**src/rtl/exc_entry_pkg.sv**
```systemverilog
package exc_entry_pkg;

  typedef enum logic [2:0] {
    SEL_STATUS = 3'd0,
    SEL_SHADOW = 3'd1,
    SEL_EPC    = 3'd2,
    SEL_CAUSE  = 3'd3,
    SEL_EBASE  = 3'd4
  } swSel_e;

  typedef struct packed {
    logic takeExc;
    logic swapShadow;
    logic delaySlot;
    logic wrStatus;
    logic wrShadow;
    logic wrEpc;
    logic wrCause;
    logic wrEbase;
  } ctlStrobes_t;

  localparam logic [31:0] RESET_VECTOR = 32'hBFC0_0000;
  localparam logic [31:0] BOOT_HANDLER = 32'hBFC0_0200;

endpackage

```
**src/rtl/exc_entry_ctl.sv**
```systemverilog
module exc_entry_ctl
  import exc_entry_pkg::*;
#(
  parameter int XLEN = 32,
  parameter int INSN_BYTES = 4
) (
  input  logic            excReq,
  input  logic            statusExl,
  input  logic            statusBev,
  input  logic [XLEN-1:0] curPc,
  input  logic [XLEN-1:0] nextPc,
  input  logic            swWrEn,
  input  logic [2:0]      swWrSel,
  output ctlStrobes_t     strobes
);
  localparam logic [XLEN-1:0] STEP = XLEN'(INSN_BYTES);

  logic swGo;

  always_comb begin
    swGo = swWrEn && !excReq;
    strobes            = '0;
    strobes.takeExc    = excReq;
    strobes.swapShadow = excReq && !statusExl && !statusBev;
    strobes.delaySlot  = (curPc + STEP) != nextPc;
    strobes.wrStatus   = swGo && (swWrSel == SEL_STATUS);
    strobes.wrShadow   = swGo && (swWrSel == SEL_SHADOW);
    strobes.wrEpc      = swGo && (swWrSel == SEL_EPC);
    strobes.wrCause    = swGo && (swWrSel == SEL_CAUSE);
    strobes.wrEbase    = swGo && (swWrSel == SEL_EBASE);
  end
endmodule

```
**src/rtl/exc_entry_dp.sv**
```systemverilog
module exc_entry_dp
  import exc_entry_pkg::*;
#(
  parameter int XLEN = 32,
  parameter int INSN_BYTES = 4,
  parameter int SS_W = 4,
  parameter int CODE_W = 5,
  parameter int CE_W = 2,
  parameter int VEC_W = 12,
  parameter logic [XLEN-1:0] EBASE_RST = 32'h8000_0000
) (
  input  logic              clk,
  input  logic              rstN,
  input  ctlStrobes_t       strobes,
  input  logic [CODE_W-1:0] excCode,
  input  logic [VEC_W-1:0]  excVecOfs,
  input  logic [XLEN-1:0]   curPc,
  input  logic [XLEN-1:0]   swWrData,
  output logic              statusExl,
  output logic              statusBev,
  output logic [SS_W-1:0]   shadowCss,
  output logic [SS_W-1:0]   shadowEss,
  output logic [SS_W-1:0]   shadowPss,
  output logic [XLEN-1:0]   epc,
  output logic [CODE_W-1:0] causeCode,
  output logic              causeBd,
  output logic [CE_W-1:0]   causeCe,
  output logic [XLEN-1:0]   ebase,
  output logic              redirect,
  output logic [XLEN-1:0]   newPc,
  output logic [XLEN-1:0]   newNextPc,
  output logic [XLEN-1:0]   newNextNextPc
);
  localparam logic [XLEN-1:0] STEP = XLEN'(INSN_BYTES);
  localparam int CAUSE_BD_BIT = CODE_W;
  localparam int CAUSE_CE_LO  = CODE_W + 1;

  logic [XLEN-1:0] handlerAddr;

  always_comb begin
    if (statusBev) handlerAddr = BOOT_HANDLER;
    else           handlerAddr = ebase + XLEN'(excVecOfs);
  end

  always_ff @(posedge clk) begin
    if (!rstN) begin
      statusExl <= 1'b0;
      statusBev <= 1'b1;
    end else if (strobes.takeExc) begin
      statusExl <= 1'b1;
    end else if (strobes.wrStatus) begin
      statusExl <= swWrData[0];
      statusBev <= swWrData[1];
    end
  end

  always_ff @(posedge clk) begin
    if (!rstN) begin
      shadowCss <= '0;
      shadowEss <= '0;
      shadowPss <= '0;
    end else if (strobes.swapShadow) begin
      shadowPss <= shadowCss;
      shadowCss <= shadowEss;
    end else if (strobes.wrShadow) begin
      shadowCss <= swWrData[SS_W-1:0];
      shadowEss <= swWrData[2*SS_W-1:SS_W];
      shadowPss <= swWrData[3*SS_W-1:2*SS_W];
    end
  end

  always_ff @(posedge clk) begin
    if (!rstN) begin
      epc       <= '0;
      causeCode <= '0;
      causeBd   <= 1'b0;
      causeCe   <= '0;
      ebase     <= EBASE_RST;
    end else if (strobes.takeExc) begin
      epc       <= strobes.delaySlot ? (curPc - STEP) : curPc;
      causeBd   <= strobes.delaySlot;
      causeCode <= excCode;
      causeCe   <= '0;
    end else begin
      if (strobes.wrEpc) epc <= swWrData;
      if (strobes.wrCause) begin
        causeCode <= swWrData[CODE_W-1:0];
        causeBd   <= swWrData[CAUSE_BD_BIT];
        causeCe   <= swWrData[CAUSE_CE_LO+CE_W-1:CAUSE_CE_LO];
      end
      if (strobes.wrEbase) ebase <= swWrData;
    end
  end

  always_ff @(posedge clk) begin
    if (!rstN) begin
      redirect      <= 1'b0;
      newPc         <= RESET_VECTOR;
      newNextPc     <= RESET_VECTOR + STEP;
      newNextNextPc <= RESET_VECTOR + 2 * STEP;
    end else begin
      redirect <= strobes.takeExc;
      if (strobes.takeExc) begin
        newPc         <= handlerAddr;
        newNextPc     <= handlerAddr + STEP;
        newNextNextPc <= handlerAddr + 2 * STEP;
      end
    end
  end
endmodule

```
**src/rtl/exc_entry_ctrl.sv**
```systemverilog
module exc_entry_ctrl
  import exc_entry_pkg::*;
#(
  parameter int XLEN = 32,
  parameter int INSN_BYTES = 4,
  parameter int SS_W = 4,
  parameter int CODE_W = 5,
  parameter int CE_W = 2,
  parameter int VEC_W = 12,
  parameter logic [XLEN-1:0] EBASE_RST = 32'h8000_0000
) (
  input  logic              clk,
  input  logic              rstN,
  input  logic              excReq,
  input  logic [CODE_W-1:0] excCode,
  input  logic [VEC_W-1:0]  excVecOfs,
  input  logic [XLEN-1:0]   curPc,
  input  logic [XLEN-1:0]   nextPc,
  input  logic [XLEN-1:0]   nextNextPc,
  input  logic              swWrEn,
  input  logic [2:0]        swWrSel,
  input  logic [XLEN-1:0]   swWrData,
  output logic              statusExl,
  output logic              statusBev,
  output logic [SS_W-1:0]   shadowCss,
  output logic [SS_W-1:0]   shadowEss,
  output logic [SS_W-1:0]   shadowPss,
  output logic [XLEN-1:0]   epc,
  output logic [CODE_W-1:0] causeCode,
  output logic              causeBd,
  output logic [CE_W-1:0]   causeCe,
  output logic [XLEN-1:0]   ebase,
  output logic              redirect,
  output logic [XLEN-1:0]   newPc,
  output logic [XLEN-1:0]   newNextPc,
  output logic [XLEN-1:0]   newNextNextPc
);
  ctlStrobes_t strobes;
  logic        unusedNnpc;

  // The incoming next-next PC is not needed for entry; it is folded away here.
  assign unusedNnpc = ^nextNextPc;

  exc_entry_ctl #(.XLEN(XLEN), .INSN_BYTES(INSN_BYTES)) ctl_i (
    .excReq(excReq), .statusExl(statusExl), .statusBev(statusBev),
    .curPc(curPc), .nextPc(nextPc), .swWrEn(swWrEn), .swWrSel(swWrSel),
    .strobes(strobes)
  );

  exc_entry_dp #(
    .XLEN(XLEN), .INSN_BYTES(INSN_BYTES), .SS_W(SS_W), .CODE_W(CODE_W),
    .CE_W(CE_W), .VEC_W(VEC_W), .EBASE_RST(EBASE_RST)
  ) dp_i (
    .clk(clk), .rstN(rstN), .strobes(strobes), .excCode(excCode),
    .excVecOfs(excVecOfs), .curPc(curPc), .swWrData(swWrData),
    .statusExl(statusExl), .statusBev(statusBev),
    .shadowCss(shadowCss), .shadowEss(shadowEss), .shadowPss(shadowPss),
    .epc(epc), .causeCode(causeCode), .causeBd(causeBd), .causeCe(causeCe),
    .ebase(ebase), .redirect(redirect), .newPc(newPc),
    .newNextPc(newNextPc), .newNextNextPc(newNextNextPc)
  );
endmodule

```
**config.mk**
```make
export PLATFORM = sky130hd
export DESIGN_NAME = exc_entry_ctrl
export DESIGN_NICKNAME = d
export VERILOG_FILES = /design/src/rtl/exc_entry_pkg.sv /design/src/rtl/exc_entry_ctl.sv /design/src/rtl/exc_entry_dp.sv /design/src/rtl/exc_entry_ctrl.sv
export SDC_FILE = /design/constraint.sdc
export NUM_CORES = 1
export LEC_CHECK = 0
export ABC_AREA = 1
export BUFFER_PORTS_ARGS = -buffer_cell sky130_fd_sc_hd__buf_2
export CORE_ASPECT_RATIO = 1.5
export CORE_MARGIN = 2
export CORE_UTILIZATION = 51
export CTS_CLUSTER_SIZE = 25
export DETAILED_ROUTE_END_ITERATION = 8
export PLACE_DENSITY_LB_ADDON = 0.25
export SYNTH_ARGS = -nofsm -noshare
export SYNTH_HDL_FRONTEND = slang
export SYNTH_SLANG_ARGS = --single-unit
```
**constraint.sdc**
```tcl
create_clock -name clk -period 4.3 [get_ports clk]
set_input_delay 0.215 -clock clk [delete_from_list [all_inputs] [get_ports clk]]
set_output_delay 0.215 -clock clk [all_outputs]
set_load 0.02 [all_outputs]
```
## Yosys cells after proc, flatten, opt, wreduce, memory -nomap -nowiden

Cells that the tools add are included.
W data, S select, Z words.

- Register bits: 183
- Input port bits: 152
- Logic and storage cells: 61
- Output and inout port bits: 183

- Bitwise operators: 3
- Reduce and logical (&&, ||, !) cells: 20
- Eq/ne operators: 5
- Add/subtract/negate cells: 5
- Mux-type cells: 14

Operators with widths:

| operator | number |
|---|---|
| $mux W32 | 4 |
| $add A32 B3 Y32 const B | 2 |
| $add A32 B12 Y32 | 1 |
| $add A32 B4 Y32 const B | 1 |
| $ne A32 B32 Y1 | 1 |
| $sub A32 B3 Y32 const B | 1 |
| $mux W4 | 4 |
| $mux W5 | 2 |
| $logic_and A1 B1 Y1 | 8 |
| $reduce_bool A2 Y1 | 4 |
| $eq A3 B2 Y1 const B | 2 |
| $reduce_and A2 Y1 | 3 |
| $mux W1 | 4 |
| $eq A3 B1 Y1 const B | 1 |
| $eq A3 B3 Y1 const B | 1 |
| $logic_not A1 Y1 | 3 |
| $logic_not A3 Y1 | 1 |
| $not A1 Y1 | 3 |
| $reduce_or A2 Y1 | 1 |

## Longest topological paths before layout

- Word-level depth: 5
- Depth in mapped cells: 22
- Depth with buffers taken out: 20

## By module

From an unflattened synthesis, not the netlist that was laid out.

- Cell total of the unflattened synthesis: 1,871
- Area, all modules: 11,853.9 um^2

By module, submodules not included:

| module | times used | cells an instance | area an instance (um^2) |
|---|---|---|---|
| exc_entry_dp | 1 | 1,550 | 10,338.7 |
| exc_entry_ctl | 1 | 321 | 1,515.2 |

## Worst setup path before layout

OpenSTA, ideal clock, no wires.

- Kind: flip-flop to flip-flop
- From: register dp_i.ebase[0]
- To: register dp_i.newNextPc[26]
- Stages on the path, launching flop included: 15
- Buffers on the path: 0
- Period minus slack after synthesis: 2.873 ns
- Setup time: 0.064 ns
- Setup slack: 1.427 ns
- Arrival: 2.808 ns
- Cells stage by stage: dfxtp_1 > ha_1 > fa_1 > nand2_1 > inv_1 > nor3_1 > ha_1 > nand2_1 > nor2_2 > nand2_1 > nor2_1 > nand2_1 > nand2_1 > o21ai_0 > nor2_1

- Cells in the longest elaborated chain, start to end: 3

Ends and longest elaborated chain:

| element | line | text |
|---|---|---|
| from (decl) | exc_entry_dp.sv:28 | `output logic [XLEN-1:0] ebase,` |
| from (signal assigned) | exc_entry_dp.sv:91 | `if (strobes.wrEbase) ebase <= swWrData;` |
| $add A32 B12 Y32 | exc_entry_dp.sv:42 | `else handlerAddr = ebase + XLEN'(excVecOfs);` |
| $mux W32 | exc_entry_dp.sv:41 | `if (statusBev) handlerAddr = BOOT_HANDLER;` |
| named net dp_i.handlerAddr[2] | exc_entry_dp.sv:38 | `logic [XLEN-1:0] handlerAddr;` |
| $add A32 B3 Y32 | exc_entry_dp.sv:105 | `newNextPc <= handlerAddr + STEP;` |
| to (signal assigned) | exc_entry_dp.sv:99 | `newNextPc <= RESET_VECTOR + STEP;` |
| to (signal assigned) | exc_entry_dp.sv:105 |  |
| to (decl) | exc_entry_dp.sv:31 | `output logic [XLEN-1:0] newNextPc,` |

The timed path passes the listed nets, and every way through them passes these cells.
A chain may end at the register's enable or synchronous reset.

## Worst setup path in the final report

- From: register dp_i.ebase[2]
- To: register dp_i.newNextPc[25]

Same word-level chain as after synthesis.

==> results.md <==
* Status: completed
* Vias in the first global route at around 13000
* Final Hold Fails at 0
* Slew Limit Fails at 0
* Nets at 2381
* Clk sinks at between 150 and 200
* Area grow syn2layout at 19.1%
* Fill count at 2337
* Num CTS Buffers at 17
* Starting density of the core at 51.9%
* Max Freq at 294 MHz
* # IOs at ~340
* Sequential share of the synthesized area at around 30%
* WS Path Type: flop to flop
* Library cells used by synthesis at 50
* Port Buffer Count at 302
* Total GRT Usage at about a third
* Global-route wire length before repair at 66.9 mm
* Startpoint Class: flop
* Drt initial violations at 890
* Gr ovfl total at 0
* Deepest clock path buffer count at 2
* Worst IR drop on VDD at around 0.29 mV
* Worst Path Max Fanout at 7
* Initial antenna violation count at 3
* Largest net degree at the start of global routing at 64
* Cell Rows at 68
* Total chip power at approximately 4.0 mW
* Worst slew margin at 32.6%
* Post-synth EDFFs at 0
* Final WL at 43.0 mm
* Worst-margin pin slew at 1.01 ns
* Hold_buf cts at 1
* Vias at 13700
* Setup slack after layout at 0.901 ns
* Final ANT Viol Nets at 0
* Max Cap Viol at 0
* Clk_lat worst skew at 0.45 ns
* CTS tree: done
* Critical path required time at 4.64 ns
* Area leader, netlist: dfxtp_1
* Layout cells sized above 1 at between 10% and 20%
* Cells after Synth at 1960
* Async set-or-reset flop fraction in the synthesized netlist at 0%
* Clk slew on worst S/H paths at 0.07 ns
* DRC viols at 0
* Final setup TNS at 0 ns
* H-tree depth at 4
* Setup Fix Bufs, Post-CTS at 0
* DIE HEIGHT at 192 um
* YS warnings at 0
* CTS Root Cell: clkbuf_16
* Core area at 0.0231 mm^2
* Synthesized Nets at 2129
* Register bit total from synthesis at 178
* Pre-CTS worst setup slack at 0.944 ns
* RSZ-0062 raised after global routing: false
* Drt first pass iters at 7
* Mapped Area at 0.0120 mm^2
* Syn Area/Cell at between 6 and 7 um^2
* Crit. End Element: flop
* Final cell count without fillers at 2543
* Most common cell after layout, fill and taps aside: nand2_1
* Fin crit period at about 3.4 ns
* DP Cell Count at 2507
* Setup violators final at 0
* Most frequent cells in the layout: 612 x nand2_1, 302 x buf_2, 240 x nor2_1, 191 x inv_1, 178 x dfxtp_1
* DP HPWL at 34.0 mm
* Resize count post-CTS at 0
* Final Cycle Share at 79.0%
* WP data arrival at 3.73 ns
* RePlAce Congestion at 0.974
* Primary FF master, synth: dfxtp_1
* Worst hold path type: primary input to flop
* Die Footprint at around 0.025 mm^2
* Share of the synthesized area in the top cell type at 29.8%
* Wire length per cell at 16.9 um
* Top post-synthesis cells by area: dfxtp_1 30%, nand2_1 19%, nor2_1 7.6%, nand3_1 6.3%, inv_1 6.0%
* Skew final at 0.00781 ns
* Post-DR vias/cell at 5.39
* PD cells at roughly 280 mW/mm^2
* Die width at 129 um
* Pleak at 6.65 nW
routing by layer:
metal,vias up,GRT usage (%),part of all wire [%]
li1,6859,-,-
met1,6145,35.4,36
met2,557,64.3,52
met3,144,5.57,5.4
met4,0,24.8,7.0
met5,-,0,0
stage by stage:
step                      utilization [%]  area, um^2  hold slack (ns)
after global routing                 61.7       14200           0.0399
after floorplan                         -       12000            0.341
after global placement               58.9       13600            0.433
after CTS                            61.7       14200           0.0219
final                                61.7       14200           0.0369
after detailed placement             58.9       13600            0.437
critical path, cell delays in order (launching register included):
cell and delay [ns]:
dfxtp_1 0.33, ha_1 0.39, nand2_1 0.12, nand3_1 0.17, nor2_1 0.07, nor3_2 0.46, ha_1 0.23, inv_1 0.06
nor2_2 0.16, nand2_1 0.16, nor2_4 0.20, nand2_2 0.10, nor2_4 0.22, nand2_2 0.12, nor2_2 0.15, nand2_1 0.11
nor2_1 0.15, a21oi_1 0.08
power breakdown:
group	total (mW)	switching, mW	internal [mW]	leakage (nW)
Combinational	0.597	0.402	0.195	4.90
Clock	1.71	0.712	0.999	0.306
Sequential	1.72	0.0304	1.69	1.45
Total	4.03	1.14	2.88	6.65
layout make-up:
type	count	area, um^2	share of cell area, %
antenna	3	7.51	0.0527
clock buffer	19	443	3.11
clock inverter	13	196	1.38
inverter	204	766	5.38
multi-input combinational	1495	7250	50.9
sequential	178	3560	25.0
tap	315	394	2.77
timing repair buffer	316	1620	11.4
cell usage after synthesis (3+ instances only):
| cell | count |
|---|---|
| nor3_1 | 29 |
| a22o_1 | 6 |
| o22ai_1 | 9 |
| nor2_4 | 10 |
| nand3_2 | 4 |
| and2_1 | 3 |
| nand2_1 | 612 |
| a21oi_1 | 80 |
| ha_1 | 16 |
| nor2_1 | 242 |
| nor3_2 | 3 |
| a22oi_1 | 12 |
| dfxtp_1 | 178 |
| nand3b_1 | 15 |
| buf_1 | 6 |
| nand3_1 | 151 |
| o21ai_0 | 97 |
| o211ai_1 | 19 |
| nor2_2 | 17 |
| nand2_2 | 9 |
| o21ai_1 | 11 |
| nand4_1 | 51 |
| buf_2 | 16 |
| xnor2_1 | 22 |
| inv_2 | 9 |
| buf_4 | 15 |
| a31oi_1 | 15 |
| clkbuf_1 | 44 |
| o21bai_1 | 5 |
| inv_1 | 191 |
| xor2_1 | 34 |
| or2_2 | 4 |
| clkinv_1 | 4 |
registers in the layout (all words and copies together) (netlist names), 2 cells and up:
signal,cells
dp_i.ebase,32
dp_i.epc,32
dp_i.newNextNextPc,32
dp_i.newNextPc,30
dp_i.newPc,29
dp_i.causeCode,5
dp_i.shadowCss,4
dp_i.shadowEss,4
dp_i.shadowPss,4
dp_i.causeCe,2
path summary, 6_finish.rpt:
check | start | end | cells past startpoint | slack [ns]
setup reg to reg | dp_i.ebase[2]$_SDFFE_PN0P_ | dp_i.newNextPc[25]$_SDFFE_PN1P_ | 17 | 0.90
hold / removal | swWrData[28] | dp_i.ebase[28]$_SDFFE_PN0P_ | 3 | 0.04
setup / recovery | dp_i.ebase[2]$_SDFFE_PN0P_ | dp_i.newNextPc[25]$_SDFFE_PN1P_ | 17 | 0.90
hold reg to reg | dp_i.newPc[16]$_SDFFE_PN0P_ | dp_i.newPc[16]$_SDFFE_PN0P_ | 2 | 0.45
logic make-up (layout without fill, tap and decap cells):
logic type	count (synthesis)	in the layout	share of synthesized area, %
adder cells (fa/ha/maj)	17	17	1.84
buffers and inverters	287	552	9.72
AND/OR/NAND/NOR	1157	1157	41.9
AO/OA/AOI/OAI	265	265	12.6
flip-flops	178	178	29.8
other	0	3	0
XOR/XNOR	56	56	4.10
Note: power is estimated with default switching activity, not from simulation.
